**config.mk**
```make
export PLATFORM = sky130hd
export DESIGN_NAME = i2c_slave_port
export DESIGN_NICKNAME = d
export VERILOG_FILES = /design/src/rtl/i2cs_pkg.sv /design/src/rtl/i2cs_sync.sv /design/src/rtl/i2cs_txbuf.sv /design/src/rtl/i2cs_engine.sv /design/src/rtl/i2c_slave_port.sv
export SDC_FILE = /design/constraint.sdc
export NUM_CORES = 1
export LEC_CHECK = 0
export BUFFER_PORTS_ARGS = -buffer_cell sky130_fd_sc_hd__buf_2
export CAP_MARGIN = 0
export CORE_MARGIN = 4
export CORE_UTILIZATION = 45
export DETAILED_ROUTE_END_ITERATION = 10
export PLACE_DENSITY = 0.6
export SLEW_MARGIN = 20
export SYNTH_ARGS = -nofsm -noshare
export SYNTH_HDL_FRONTEND = slang
export SYNTH_HIERARCHICAL = 1
export SYNTH_SLANG_ARGS = --single-unit
```
**constraint.sdc**
```tcl
create_clock -name clk -period 4.1 [get_ports clk]
set_input_delay 0.82 -clock clk [delete_from_list [all_inputs] [get_ports clk]]
set_output_delay 0.82 -clock clk [all_outputs]
set_load 0.03 [all_outputs]
```
**src/rtl/i2cs_pkg.sv**
```systemverilog
package i2cs_pkg;
  localparam int REG_AW = 2;
  localparam logic [REG_AW-1:0] REG_RXD  = 2'd0;
  localparam logic [REG_AW-1:0] REG_TXD  = 2'd1;
  localparam logic [REG_AW-1:0] REG_STAT = 2'd2;
  localparam logic [REG_AW-1:0] REG_CTRL = 2'd3;

  typedef enum logic [2:0] {
    ST_IDLE, ST_ADDR, ST_AACK, ST_RX, ST_RACK, ST_TX, ST_TACK, ST_WAIT
  } eng_state_t;
endpackage

```
**src/rtl/i2cs_sync.sv**
```systemverilog
module i2cs_sync #(
  parameter int STAGES = 2,
  parameter int N      = 2
) (
  input  logic         clk,
  input  logic         rst_n,
  input  logic [N-1:0] d,
  output logic [N-1:0] q
);
  for (genvar g = 0; g < N; g++) begin : g_bit
    logic [STAGES-1:0] chain;
    always_ff @(posedge clk or negedge rst_n) begin
      if (!rst_n) chain <= '1;
      else        chain <= {chain[STAGES-2:0], d[g]};
    end
    assign q[g] = chain[STAGES-1];
  end
endmodule

```
**src/rtl/i2cs_txbuf.sv**
```systemverilog
module i2cs_txbuf #(
  parameter int W = 8
) (
  input  logic         clk,
  input  logic         rst_n,
  input  logic         wr,
  input  logic [W-1:0] wdata,
  input  logic         pop,
  output logic [W-1:0] front,
  output logic         valid,
  output logic         ready
);
  logic [1:0]   cnt_q, cnt_d, c;
  logic [W-1:0] front_q, front_d, back_q, back_d;

  always_comb begin
    cnt_d   = cnt_q;
    front_d = front_q;
    back_d  = back_q;
    if (pop && cnt_q != 2'd0) begin
      front_d = back_q;
      cnt_d   = cnt_q - 2'd1;
    end
    c = cnt_d;
    if (wr) begin
      unique case (c)
        2'd0:    begin front_d = wdata; cnt_d = 2'd1; end
        2'd1:    begin back_d  = wdata; cnt_d = 2'd2; end
        default: front_d = wdata;
      endcase
    end
  end

  always_ff @(posedge clk or negedge rst_n) begin
    if (!rst_n) begin
      cnt_q   <= 2'd0;
      front_q <= '0;
      back_q  <= '0;
    end else begin
      cnt_q   <= cnt_d;
      front_q <= front_d;
      back_q  <= back_d;
    end
  end

  assign front = front_q;
  assign valid = (cnt_q != 2'd0);
  assign ready = (cnt_q < 2'd2);
endmodule

```
**src/rtl/i2cs_engine.sv**
```systemverilog
module i2cs_engine
  import i2cs_pkg::*;
#(
  parameter int BYTE_W = 8,
  localparam int ADDR_W = BYTE_W - 1,
  localparam int CNT_W  = $clog2(BYTE_W + 1)
) (
  input  logic              clk,
  input  logic              rst_n,
  input  logic              scl_s,
  input  logic              sda_s,
  input  logic [ADDR_W-1:0] own_addr,
  input  logic [BYTE_W-1:0] tx_data,
  input  logic              tx_valid,
  output logic              sda_oe,
  output logic              busy,
  output logic              aas,
  output logic              xmit,
  output logic              rx_stb,
  output logic [BYTE_W-1:0] rx_byte,
  output logic              tx_pop
);
  localparam logic [CNT_W-1:0] LAST = CNT_W'(BYTE_W);

  eng_state_t        st_q, st_d;
  logic [CNT_W-1:0]  cnt_q, cnt_d;
  logic [BYTE_W-1:0] sr_q, sr_d, tx_word;
  logic              oe_q, oe_d, busy_q, busy_d, aas_q, aas_d;
  logic              rw_q, rw_d, mack_q, mack_d;
  logic              scl_q, sda_q;
  logic              scl_rise, scl_fall, start_det, stop_det;

  assign scl_rise  = scl_s & ~scl_q;
  assign scl_fall  = ~scl_s & scl_q;
  assign start_det = scl_s & scl_q & sda_q & ~sda_s;
  assign stop_det  = scl_s & scl_q & ~sda_q & sda_s;
  assign tx_word   = tx_valid ? tx_data : '1;

  always_comb begin
    st_d = st_q; cnt_d = cnt_q; sr_d = sr_q; oe_d = oe_q;
    busy_d = busy_q; aas_d = aas_q; rw_d = rw_q; mack_d = mack_q;
    rx_stb = 1'b0; tx_pop = 1'b0;
    if (stop_det) begin
      st_d = ST_IDLE; busy_d = 1'b0; aas_d = 1'b0; oe_d = 1'b0; rw_d = 1'b0;
    end else if (start_det) begin
      st_d = ST_ADDR; busy_d = 1'b1; aas_d = 1'b0; oe_d = 1'b0;
      rw_d = 1'b0; cnt_d = '0;
    end else begin
      unique case (st_q)
        ST_ADDR: begin
          if (scl_rise) begin
            sr_d = {sr_q[BYTE_W-2:0], sda_s}; cnt_d = cnt_q + 1'b1;
          end else if (scl_fall && cnt_q == LAST) begin
            if (sr_q[BYTE_W-1 -: ADDR_W] == own_addr) begin
              st_d = ST_AACK; aas_d = 1'b1; oe_d = 1'b1; rw_d = sr_q[0];
            end else begin
              st_d = ST_WAIT;
            end
          end
        end
        ST_AACK: if (scl_fall) begin
          cnt_d = '0;
          if (rw_q) begin
            st_d = ST_TX; sr_d = tx_word; oe_d = ~tx_word[BYTE_W-1];
          end else begin
            st_d = ST_RX; oe_d = 1'b0;
          end
        end
        ST_RX: begin
          if (scl_rise) begin
            sr_d = {sr_q[BYTE_W-2:0], sda_s}; cnt_d = cnt_q + 1'b1;
          end else if (scl_fall && cnt_q == LAST) begin
            rx_stb = 1'b1; st_d = ST_RACK; oe_d = 1'b1;
          end
        end
        ST_RACK: if (scl_fall) begin
          st_d = ST_RX; oe_d = 1'b0; cnt_d = '0;
        end
        ST_TX: begin
          if (scl_rise) begin
            cnt_d = cnt_q + 1'b1;
          end else if (scl_fall && cnt_q == LAST) begin
            st_d = ST_TACK; oe_d = 1'b0; tx_pop = 1'b1;
          end else if (scl_fall && cnt_q != '0) begin
            sr_d = {sr_q[BYTE_W-2:0], 1'b1}; oe_d = ~sr_q[BYTE_W-2];
          end
        end
        ST_TACK: begin
          if (scl_rise) begin
            mack_d = ~sda_s;
          end else if (scl_fall) begin
            if (mack_q) begin
              st_d = ST_TX; cnt_d = '0; sr_d = tx_word;
              oe_d = ~tx_word[BYTE_W-1];
            end else begin
              st_d = ST_WAIT;
            end
          end
        end
        default: ;
      endcase
    end
  end

  always_ff @(posedge clk or negedge rst_n) begin
    if (!rst_n) begin
      st_q <= ST_IDLE; cnt_q <= '0; sr_q <= '0; oe_q <= 1'b0;
      busy_q <= 1'b0; aas_q <= 1'b0; rw_q <= 1'b0; mack_q <= 1'b0;
      scl_q <= 1'b1; sda_q <= 1'b1;
    end else begin
      st_q <= st_d; cnt_q <= cnt_d; sr_q <= sr_d; oe_q <= oe_d;
      busy_q <= busy_d; aas_q <= aas_d; rw_q <= rw_d; mack_q <= mack_d;
      scl_q <= scl_s; sda_q <= sda_s;
    end
  end

  assign sda_oe  = oe_q;
  assign busy    = busy_q;
  assign aas     = aas_q;
  assign xmit    = aas_q & rw_q;
  assign rx_byte = sr_q;
endmodule

```
**src/rtl/i2c_slave_port.sv**
```systemverilog
module i2c_slave_port
  import i2cs_pkg::*;
#(
  parameter int BYTE_W = 8,
  parameter int SYNC_STAGES = 2,
  parameter logic [BYTE_W-2:0] OWN_RESET = 7'h2A
) (
  input  logic              clk,
  input  logic              rst_n,
  input  logic              scl_i,
  input  logic              sda_i,
  output logic              sda_oe,
  input  logic              reg_wr,
  input  logic              reg_rd,
  input  logic [REG_AW-1:0] reg_addr,
  input  logic [BYTE_W-1:0] reg_wdata,
  output logic [BYTE_W-1:0] reg_rdata
);
  localparam int ADDR_W = BYTE_W - 1;

  logic [1:0]        rst_pipe;
  logic              rst_int_n;
  logic [1:0]        line_s;
  logic              scl_s, sda_s;
  logic [ADDR_W-1:0] own_q;
  logic              dir_q;
  logic [BYTE_W-1:0] rx_data_q, rx_byte, tx_front;
  logic              rx_ready_q, rx_ready_d;
  logic              tx_valid, tx_ready, tx_pop, tx_wr, rx_rd, ctrl_wr;
  logic              busy, aas, xmit, rx_stb;

  always_ff @(posedge clk or negedge rst_n) begin
    if (!rst_n) rst_pipe <= 2'b00;
    else        rst_pipe <= {rst_pipe[0], 1'b1};
  end
  assign rst_int_n = rst_pipe[1];

  i2cs_sync #(.STAGES(SYNC_STAGES), .N(2)) i_sync (
    .clk(clk), .rst_n(rst_int_n), .d({sda_i, scl_i}), .q(line_s)
  );
  assign scl_s = line_s[0];
  assign sda_s = line_s[1];

  assign tx_wr   = reg_wr && reg_addr == REG_TXD;
  assign ctrl_wr = reg_wr && reg_addr == REG_CTRL;
  assign rx_rd   = reg_rd && reg_addr == REG_RXD;

  i2cs_engine #(.BYTE_W(BYTE_W)) i_engine (
    .clk(clk), .rst_n(rst_int_n), .scl_s(scl_s), .sda_s(sda_s),
    .own_addr(own_q), .tx_data(tx_front), .tx_valid(tx_valid),
    .sda_oe(sda_oe), .busy(busy), .aas(aas), .xmit(xmit),
    .rx_stb(rx_stb), .rx_byte(rx_byte), .tx_pop(tx_pop)
  );

  i2cs_txbuf #(.W(BYTE_W)) i_txbuf (
    .clk(clk), .rst_n(rst_int_n), .wr(tx_wr), .wdata(reg_wdata),
    .pop(tx_pop), .front(tx_front), .valid(tx_valid), .ready(tx_ready)
  );

  always_comb begin
    rx_ready_d = rx_ready_q;
    if (rx_stb)     rx_ready_d = 1'b1;
    else if (rx_rd) rx_ready_d = 1'b0;
  end

  always_ff @(posedge clk or negedge rst_int_n) begin
    if (!rst_int_n) begin
      rx_ready_q <= 1'b0;
      rx_data_q  <= '0;
      own_q      <= OWN_RESET;
      dir_q      <= 1'b0;
    end else begin
      rx_ready_q <= rx_ready_d;
      if (rx_stb)  rx_data_q <= rx_byte;
      if (ctrl_wr) begin
        own_q <= reg_wdata[ADDR_W-1:0];
        dir_q <= reg_wdata[BYTE_W-1];
      end
    end
  end

  always_comb begin
    unique case (reg_addr)
      REG_RXD:  reg_rdata = rx_data_q;
      REG_STAT: reg_rdata = BYTE_W'({xmit, tx_ready, rx_ready_q, aas, busy});
      REG_CTRL: reg_rdata = {dir_q, own_q};
      default:  reg_rdata = '0;
    endcase
  end
endmodule

```
==> results of run 1 <==
-- worst max-delay path: stages, from the launching register on --
cell                       delay [ns]
sky130_fd_sc_hd__dfrtp_1         0.42
sky130_fd_sc_hd__inv_1           0.07
sky130_fd_sc_hd__ha_1            0.13
sky130_fd_sc_hd__nor2b_1         0.27
sky130_fd_sc_hd__and3_1          0.31
sky130_fd_sc_hd__and3_1          0.25
sky130_fd_sc_hd__nand2b_4        0.15
sky130_fd_sc_hd__mux2_4          0.33
sky130_fd_sc_hd__ha_1            0.21
sky130_fd_sc_hd__nand2b_1        0.38
sky130_fd_sc_hd__nor2_1          0.19
sky130_fd_sc_hd__a21oi_1         0.06
-- cells in the final DEF (no fill, tap or decap), types with 2 or more instances in the layout --
| master | count |
|---|---|
| sky130_fd_sc_hd__a2bb2oi_1 | 2 |
| sky130_fd_sc_hd__mux2_4 | 12 |
| sky130_fd_sc_hd__a31oi_1 | 8 |
| sky130_fd_sc_hd__dfrtp_1 | 53 |
| sky130_fd_sc_hd__bufinv_16 | 2 |
| sky130_fd_sc_hd__mux2_1 | 12 |
| sky130_fd_sc_hd__nand2b_1 | 4 |
| sky130_fd_sc_hd__a21oi_1 | 15 |
| sky130_fd_sc_hd__clkinv_2 | 2 |
| sky130_fd_sc_hd__and3_1 | 2 |
| sky130_fd_sc_hd__mux2i_1 | 12 |
| sky130_fd_sc_hd__and2_1 | 3 |
| sky130_fd_sc_hd__o211ai_1 | 3 |
| sky130_fd_sc_hd__o21ai_0 | 13 |
| sky130_fd_sc_hd__a22o_1 | 9 |
| sky130_fd_sc_hd__ha_1 | 4 |
| sky130_fd_sc_hd__buf_2 | 24 |
| sky130_fd_sc_hd__xor2_1 | 9 |
| sky130_fd_sc_hd__nand2_1 | 13 |
| sky130_fd_sc_hd__mux2_2 | 18 |
| sky130_fd_sc_hd__nor2b_1 | 8 |
| sky130_fd_sc_hd__inv_1 | 14 |
| sky130_fd_sc_hd__nand2b_4 | 2 |
| sky130_fd_sc_hd__nor3_1 | 3 |
| sky130_fd_sc_hd__nor2_1 | 20 |
| sky130_fd_sc_hd__nand3_1 | 4 |
| sky130_fd_sc_hd__buf_4 | 2 |
| sky130_fd_sc_hd__clkbuf_8 | 11 |
| sky130_fd_sc_hd__a21o_1 | 3 |
| sky130_fd_sc_hd__dfstp_2 | 9 |
| sky130_fd_sc_hd__nand3b_1 | 2 |
-- through the flow --
stage | utilization, % | setup WS [ns] | cells
global placement | 48.8 | 1.28 | 412
global route | 51.9 | 0.952 | 428
detailed placement | 48.8 | 1.22 | 412
CTS | 51.9 | 1.21 | 428
floorplan | - | 1.41 | 305
finish | 51.9 | 1.18 | 428
-- worst max-delay path by stage --
stage / start / endpoint / depth (start not counted)
2_1_floorplan: i_engine/scl_q$_DFF_PN1_ / i_txbuf/front[0]$_DFF_PN0_ / 13
4_1_cts: i_engine/cnt_q[0]$_DFFE_PN0P_ / i_txbuf/front[0]$_DFF_PN0_ / 11
6_report: i_engine/cnt_q[0]$_DFFE_PN0P_ / i_txbuf/front[0]$_DFF_PN0_ / 11
3_5_place_dp: i_engine/cnt_q[0]$_DFFE_PN0P_ / i_txbuf/front[0]$_DFF_PN0_ / 11
3_3_place_gp: i_engine/cnt_q[0]$_DFFE_PN0P_ / i_txbuf/front[6]$_DFF_PN0_ / 11
5_1_grt: i_engine/cnt_q[0]$_DFFE_PN0P_ / i_txbuf/front[0]$_DFF_PN0_ / 11
-- cell type report --
type,instances,share of cell area (%)
repair buffers,26,3.53
multi-input cells,210,44.3
clock inverters,5,2.06
well taps,99,3.24
inverters,14,1.37
flip-flops and latches,63,41.5
clock buffers,11,3.96
-- synth_stat cells (2+ instances only) --
| library cell | count | area [µm²] |
|---|---|---|
| sky130_fd_sc_hd__a21oi_1 | 15 | 75.1 |
| sky130_fd_sc_hd__and2_1 | 3 | 18.8 |
| sky130_fd_sc_hd__buf_2 | 9 | 45.0 |
| sky130_fd_sc_hd__xor2_1 | 9 | 78.8 |
| sky130_fd_sc_hd__mux2_4 | 12 | 180 |
| sky130_fd_sc_hd__o211ai_1 | 3 | 22.5 |
| sky130_fd_sc_hd__inv_1 | 14 | 52.6 |
| sky130_fd_sc_hd__ha_1 | 4 | 50.1 |
| sky130_fd_sc_hd__nor2b_1 | 8 | 50.1 |
| sky130_fd_sc_hd__nand2_1 | 13 | 48.8 |
| sky130_fd_sc_hd__nand3_1 | 4 | 20.0 |
| sky130_fd_sc_hd__a2bb2oi_1 | 2 | 17.5 |
| sky130_fd_sc_hd__o21ai_0 | 13 | 65.1 |
| sky130_fd_sc_hd__nand3b_1 | 2 | 15.0 |
| sky130_fd_sc_hd__nand2b_1 | 4 | 25.0 |
| sky130_fd_sc_hd__mux2_2 | 18 | 203 |
| sky130_fd_sc_hd__dfrtp_1 | 54 | 1350 |
| sky130_fd_sc_hd__and3_1 | 2 | 12.5 |
| sky130_fd_sc_hd__buf_4 | 3 | 22.5 |
| sky130_fd_sc_hd__mux2_1 | 12 | 135 |
| sky130_fd_sc_hd__clkbuf_1 | 3 | 11.3 |
| sky130_fd_sc_hd__nor2_1 | 20 | 75.1 |
| sky130_fd_sc_hd__nand2b_4 | 2 | 27.5 |
| sky130_fd_sc_hd__mux2i_1 | 12 | 120 |
| sky130_fd_sc_hd__a22o_1 | 9 | 78.8 |
| sky130_fd_sc_hd__dfstp_2 | 9 | 236 |
| sky130_fd_sc_hd__buf_6 | 3 | 33.8 |
| sky130_fd_sc_hd__a31oi_1 | 8 | 50.1 |
| sky130_fd_sc_hd__nor3_1 | 3 | 15.0 |
| sky130_fd_sc_hd__a21o_1 | 3 | 22.5 |
-- report_power, final --
group	internal [mW]	total, mW	switching (mW)
clock	0.376	0.623	0.247
sequential	0.759	0.945	0.186
combinational	0.408	0.819	0.410
-- sequential cells by signal, indices dropped and copies added, names as in the netlist --
signal	cells
i_engine/cnt_q	4
i_engine/aas	1
i_engine/busy	1
i_txbuf/back_q	8
i_sync/g_bit.chain	4
rx_data_q	8
i_engine/st_q	3
own_q	7
i_engine/scl_q	1
rx_ready_q	1
i_engine/sda_q	1
i_engine/rw_q	1
i_engine/mack_q	1
rst_pipe	2
i_engine/sda_oe	1
dir_q	1
i_engine/rx_byte	8
i_txbuf/cnt_q	2
i_txbuf/front	8
-- per-layer routing --
metal | vias up | share of wire (%)
met3 | 10 | 3.3
met2 | 42 | 43
met4 | 0 | 1.5
met1 | 1155 | 52
li1 | 1126 | -
met5 | - | 0
-- kinds of logic (layout without fill, tap and decap cells) --
kind of cell    Yosys count  count (layout)  synth area share (%)
buf+inv                  32              56                  4.79
flops                    63              63                  46.0
mux                      54              54                  18.5
other cells               1               1                 0.109
fa+ha+maj                 4               4                  1.45
simple gates             72              72                  11.6
xor+xnor                 10              10                  2.54
compound gates           69              69                  14.9
==> flow_metrics.tcl, run 1 <==
set metrics [dict create \
    outcome "complete, no violations" \
    synth.lib_cells_used.distinct 59 \
    fin_tns_setup_ns 0 \
    initial_core_util_pct 46.8 \
    r2r-end "i_txbuf/front[0]$_DFF_PN0_" \
    cts.sinks 63 \
    criticalPathCategory "register to register" \
    critPathArrivalTime_ns 3.11 \
    detail_route.wirelength_um 7040 \
    synth_area_per_cell_um2 11.3 \
    num_vias 2333 \
    hold_bufs_at_cts 0 \
    clk_path_buf_depth 2 \
    syn-cell-area_um2 3450 \
    ant_nets 0 \
    power.density_cell_area_nw_per_um2 624 \
    antenna_found_initial 0 \
    drt_first_iter_violations 162 \
    leakagePower_nw 1.83 \
    first_pass_grt_wire_length_um 12000 \
    fp.dieH_um 95.5 \
    clock_insertion_delay_worst_skew_ns 0.34 \
    dp_hpwl_um 5170 \
    fin_crit_sh_pct 71.1 \
    max-slew-margin-rel_pct 53.8 \
    max-vdd-ir-drop_mv 0.199 \
    crit_path_end_kind "register" \
    ff_latch_area_um2 1590 \
    r2r.worst_path.cells 11 \
    required_ns 4.29 \
    final-hold-violation-count 0 \
    synth-edff-count 0 \
    routing_usage_on_met1_pct 27.2 \
    clk_pin_slew_worst_paths_ns 0.06 \
    grtUsageTotal_pct 17.3 \
    clock_tree.htree_level_count 3 \
    max_freq_mhz 343 \
    largest_net_degree_at_the_start_of_global_routing 37 \
    tightestPinTransition_ns 0.692 \
    ys_warnings 6 \
    area_growth_synth_to_finish_pct 11.0 \
    setup-violations-final 0 \
    cts_buffers 9 \
    critical_path.max_fanout 16 \
    area_of_the_multi_input_gates_um2 1700 \
    design.portCount 25 \
    io_buffers 24 \
    asyncSetResetFlopFracSynth_pct 100 \
    regToRegSetupSlack_ns 1.18 \
    avgRoutedWirePerCell_um 16.4 \
    startpoint_of_the_lowest_slack_register_to_register_path "i_engine/cnt_q[0]$_DFFE_PN0P_" \
    drv_slew 0 \
    tritoncts "yes" \
    yosys_most_used_dff "sky130_fd_sc_hd__dfrtp_1" \
    rsz0062_at_grt "false" \
    n_fill_cell 685 \
    dr_drc_count 0 \
    grt_overflow_total 0 \
    maxCapViolCount 0 \
    die_area_um2 9130 \
    seq_area_frac_synth_pct 46.0 \
    syn-instance-count 305 \
    gr-max-usage-layer "met1" \
    finalWeightedCongestion 0.819 \
    post_cts_buffers 0 \
    die_w_um 95.5 \
    finalNetCount 344 \
    drt-pass1-iter-count 4 \
    detail_route.vias_per_cell 5.45 \
    fin_hold_ws_ns 0.252 \
    ctsRootBufferMaster "sky130_fd_sc_hd__clkbuf_8" \
    design_power_total_mw 2.39 \
    synth_seq_cells 63 \
    cp-start-kind "register" \
    placeableCoreArea_um2 7370 \
    met3_track_demand_over_resource_in_global_routing_pct 3.08 \
    hold_class "input port to asynchronous set/reset pin" \
    shortest_clock_period_the_worst_path_allows_after_layout_ns 2.92 \
    placed_area_um2 3600 \
    drive_above_1_share_pct 28.3 \
    fp-row-count 31 \
    skew_ns 0.00944 \
    antenna_cells_inserted 0 \
    synthesis.nets 325 \
    design_area_final_um2 3830 \
    grt_pass1_vias 2225 \
    gr-usage-met2_pct 23.0 \
    post_cts_resize_count 0 \
]
Note: power is estimated with default switching activity, not from simulation.
==> run 2: changes to the inputs <==
Clock period 4.1 ns to 2.75 ns, I/O delays scaled along.
==> run 2 against run 1 <==
Net effect:
- clock power rose by 11%
- total power rose by 41%
- non-clock buffer count rose by 8
- global-route usage fell by 0.076 points
- design area rose by 0.13%
- sequential cell count did not move
- critical endpoint is now i_txbuf/front[7]$_DFF_PN0_
- largest cell class unchanged
==> flow_metrics.tcl, run 2 (same netlist as run 1, synthesis figures left out) <==
set metrics [dict create \
    outcome "complete, no violations" \
    crit_path_end_kind "register" \
    grtUsageTotal_pct 17.2 \
    final-hold-violation-count 0 \
    post_cts_buffers 0 \
    shortest_clock_period_the_worst_path_allows_after_layout_ns 2.56 \
    endpoint "i_txbuf/front[7]$_DFF_PN0_" \
    initial_core_util_pct 46.8 \
    critPathArrivalTime_ns 2.77 \
    io_buffers 24 \
    hold_class "register to asynchronous set/reset pin" \
    power.density_cell_area_nw_per_um2 880 \
    skew_ns 0.0131 \
    layout.cells.most_common "sky130_fd_sc_hd__dfrtp_1" \
    detail_route.wirelength_um 7180 \
    r2r.worst_path.cells 9 \
    antenna_cells_inserted 0 \
    grt_overflow_total 0 \
    detail_route.vias_per_cell 5.49 \
    first_pass_grt_wire_length_um 12000 \
    dr_drc_count 0 \
    rsz0062_at_grt "false" \
    ant_nets 0 \
    gr-usage-met2_pct 24.4 \
    routing_usage_on_met1_pct 25.8 \
    maxCapViolCount 0 \
    max-vdd-ir-drop_mv 0.342 \
    setup-violations-final 0 \
    fin_crit_sh_pct 93.1 \
    critical_path.max_fanout 16 \
    drt_first_iter_violations 200 \
    antenna_found_initial 0 \
    fp-row-count 31 \
    clk_path_buf_depth 2 \
    max_freq_mhz 391 \
    fin_hold_ws_ns 0.191 \
    r2r-end "i_txbuf/front[7]$_DFF_PN0_" \
    leakagePower_nw 1.82 \
    die_area_um2 9130 \
    num_vias 2394 \
    cts.sinks 63 \
    gr-max-usage-layer "met1" \
    dp_hpwl_um 5270 \
    grt_pass1_vias 2373 \
    criticalPathCategory "register to register" \
    ctsRootBufferMaster "sky130_fd_sc_hd__clkbuf_8" \
    cp-start-kind "register" \
    required_ns 2.96 \
    fp.dieH_um 95.5 \
    finalNetCount 352 \
    design.portCount 25 \
    fin_tns_setup_ns 0 \
    worstSetupStartpoint "i_sync/g_bit[0].chain[1]$_DFF_PN1_" \
    startpoint_of_the_lowest_slack_register_to_register_path "i_sync/g_bit[0].chain[1]$_DFF_PN1_" \
    met3_track_demand_over_resource_in_global_routing_pct 3.00 \
    regToRegSetupSlack_ns 0.19 \
    die_w_um 95.5 \
    drv_slew 0 \
    clk_pin_slew_worst_paths_ns 0.07 \
    final_cell_mix "sky130_fd_sc_hd__dfrtp_1, sky130_fd_sc_hd__buf_2, sky130_fd_sc_hd__nor2_1" \
    clock_insertion_delay_worst_skew_ns 0.35 \
    drt-pass1-iter-count 4 \
    tritoncts "yes" \
    placeableCoreArea_um2 7370 \
    cts_buffers 9 \
    largest_net_degree_at_the_start_of_global_routing 24 \
    clock_tree.htree_level_count 3 \
    drive_above_1_share_pct 30.3 \
    area_growth_synth_to_finish_pct 11.1 \
    avgRoutedWirePerCell_um 16.5 \
    finalWeightedCongestion 0.812 \
]
==> run 2: timing repair <==
action	CTS	global route
resized for setup	1	2
hold buffers	1	0
gates cloned	0	0
setup endpoints to repair	1	8
hold endpoints to repair	2	0
==> run 2: critical path, cell delays in order, from the launching register on <==
cell and delay [ns]:
sky130_fd_sc_hd__dfstp_2 0.64, sky130_fd_sc_hd__and2b_1 0.24, sky130_fd_sc_hd__and3_1 0.18, sky130_fd_sc_hd__and3_1 0.21, sky130_fd_sc_hd__nand2b_4 0.09, sky130_fd_sc_hd__mux2_4 0.30
sky130_fd_sc_hd__ha_1 0.22, sky130_fd_sc_hd__nand2b_2 0.32, sky130_fd_sc_hd__nor2_1 0.17, sky130_fd_sc_hd__a21oi_1 0.06
==> run 2: layer usage <==
| layer | vias up | wire (µm) |
|---|---|---|
| li1 | 1150 | - |
| met1 | 1188 | 3700 |
| met2 | 48 | 3060 |
| met3 | 8 | 331 |
| met4 | 0 | 82 |
| met5 | - | 0 |
==> run 2: report_power, final <==
part	switching [mW]	leakage, nW	internal, mW	total (mW)
combinational	0.689	0.990	0.649	1.34
clock	0.371	0.0781	0.322	0.693
sequential	0.209	0.756	1.13	1.34
total	1.27	1.82	2.10	3.37
==> run 2: how the worst min path moves through the flow <==
stage	from	depth (start not counted)	endpoint	slack (ns)
global placement	rst_pipe[1]$_DFF_PN0_	0	i_engine/busy$_DFFE_PN0P_	0.20
floorplan	rst_n	0	rst_pipe[0]$_DFF_PN0_	0.25
finish	rst_pipe[1]$_DFF_PN0_	0	i_engine/cnt_q[0]$_DFFE_PN0P_	0.19
CTS	rst_pipe[1]$_DFF_PN0_	0	i_engine/cnt_q[0]$_DFFE_PN0P_	0.22
global route	rst_pipe[1]$_DFF_PN0_	0	own_q[4]$_DFFE_PN0P_	0.24
detailed placement	rst_pipe[1]$_DFF_PN0_	0	i_engine/busy$_DFFE_PN0P_	0.22
==> run 2: cell type report <==
cell class                 instances  area [µm²]
clock buffer                      10         128
clock inverter                     6        37.5
fill                             674        3540
inverter                          14        52.6
multi-input combinational        210        1700
sequential                        63        1590
tap                               99         124
timing repair buffer              34         198
==> run 2: metrics by stage <==
stage	setup WS, ns	std cells	total power [mW]	util [%]	cell area (µm²)
after floorplan	0.0558	305	2.39	-	3450
final	0.190	436	3.37	52.0	3830
after global placement	0.0895	419	2.68	49.5	3650
after global routing	0.0620	436	3.60	52.0	3830
after detailed placement	0.0262	419	2.69	49.5	3650
after CTS	0.0183	436	3.39	51.9	3830
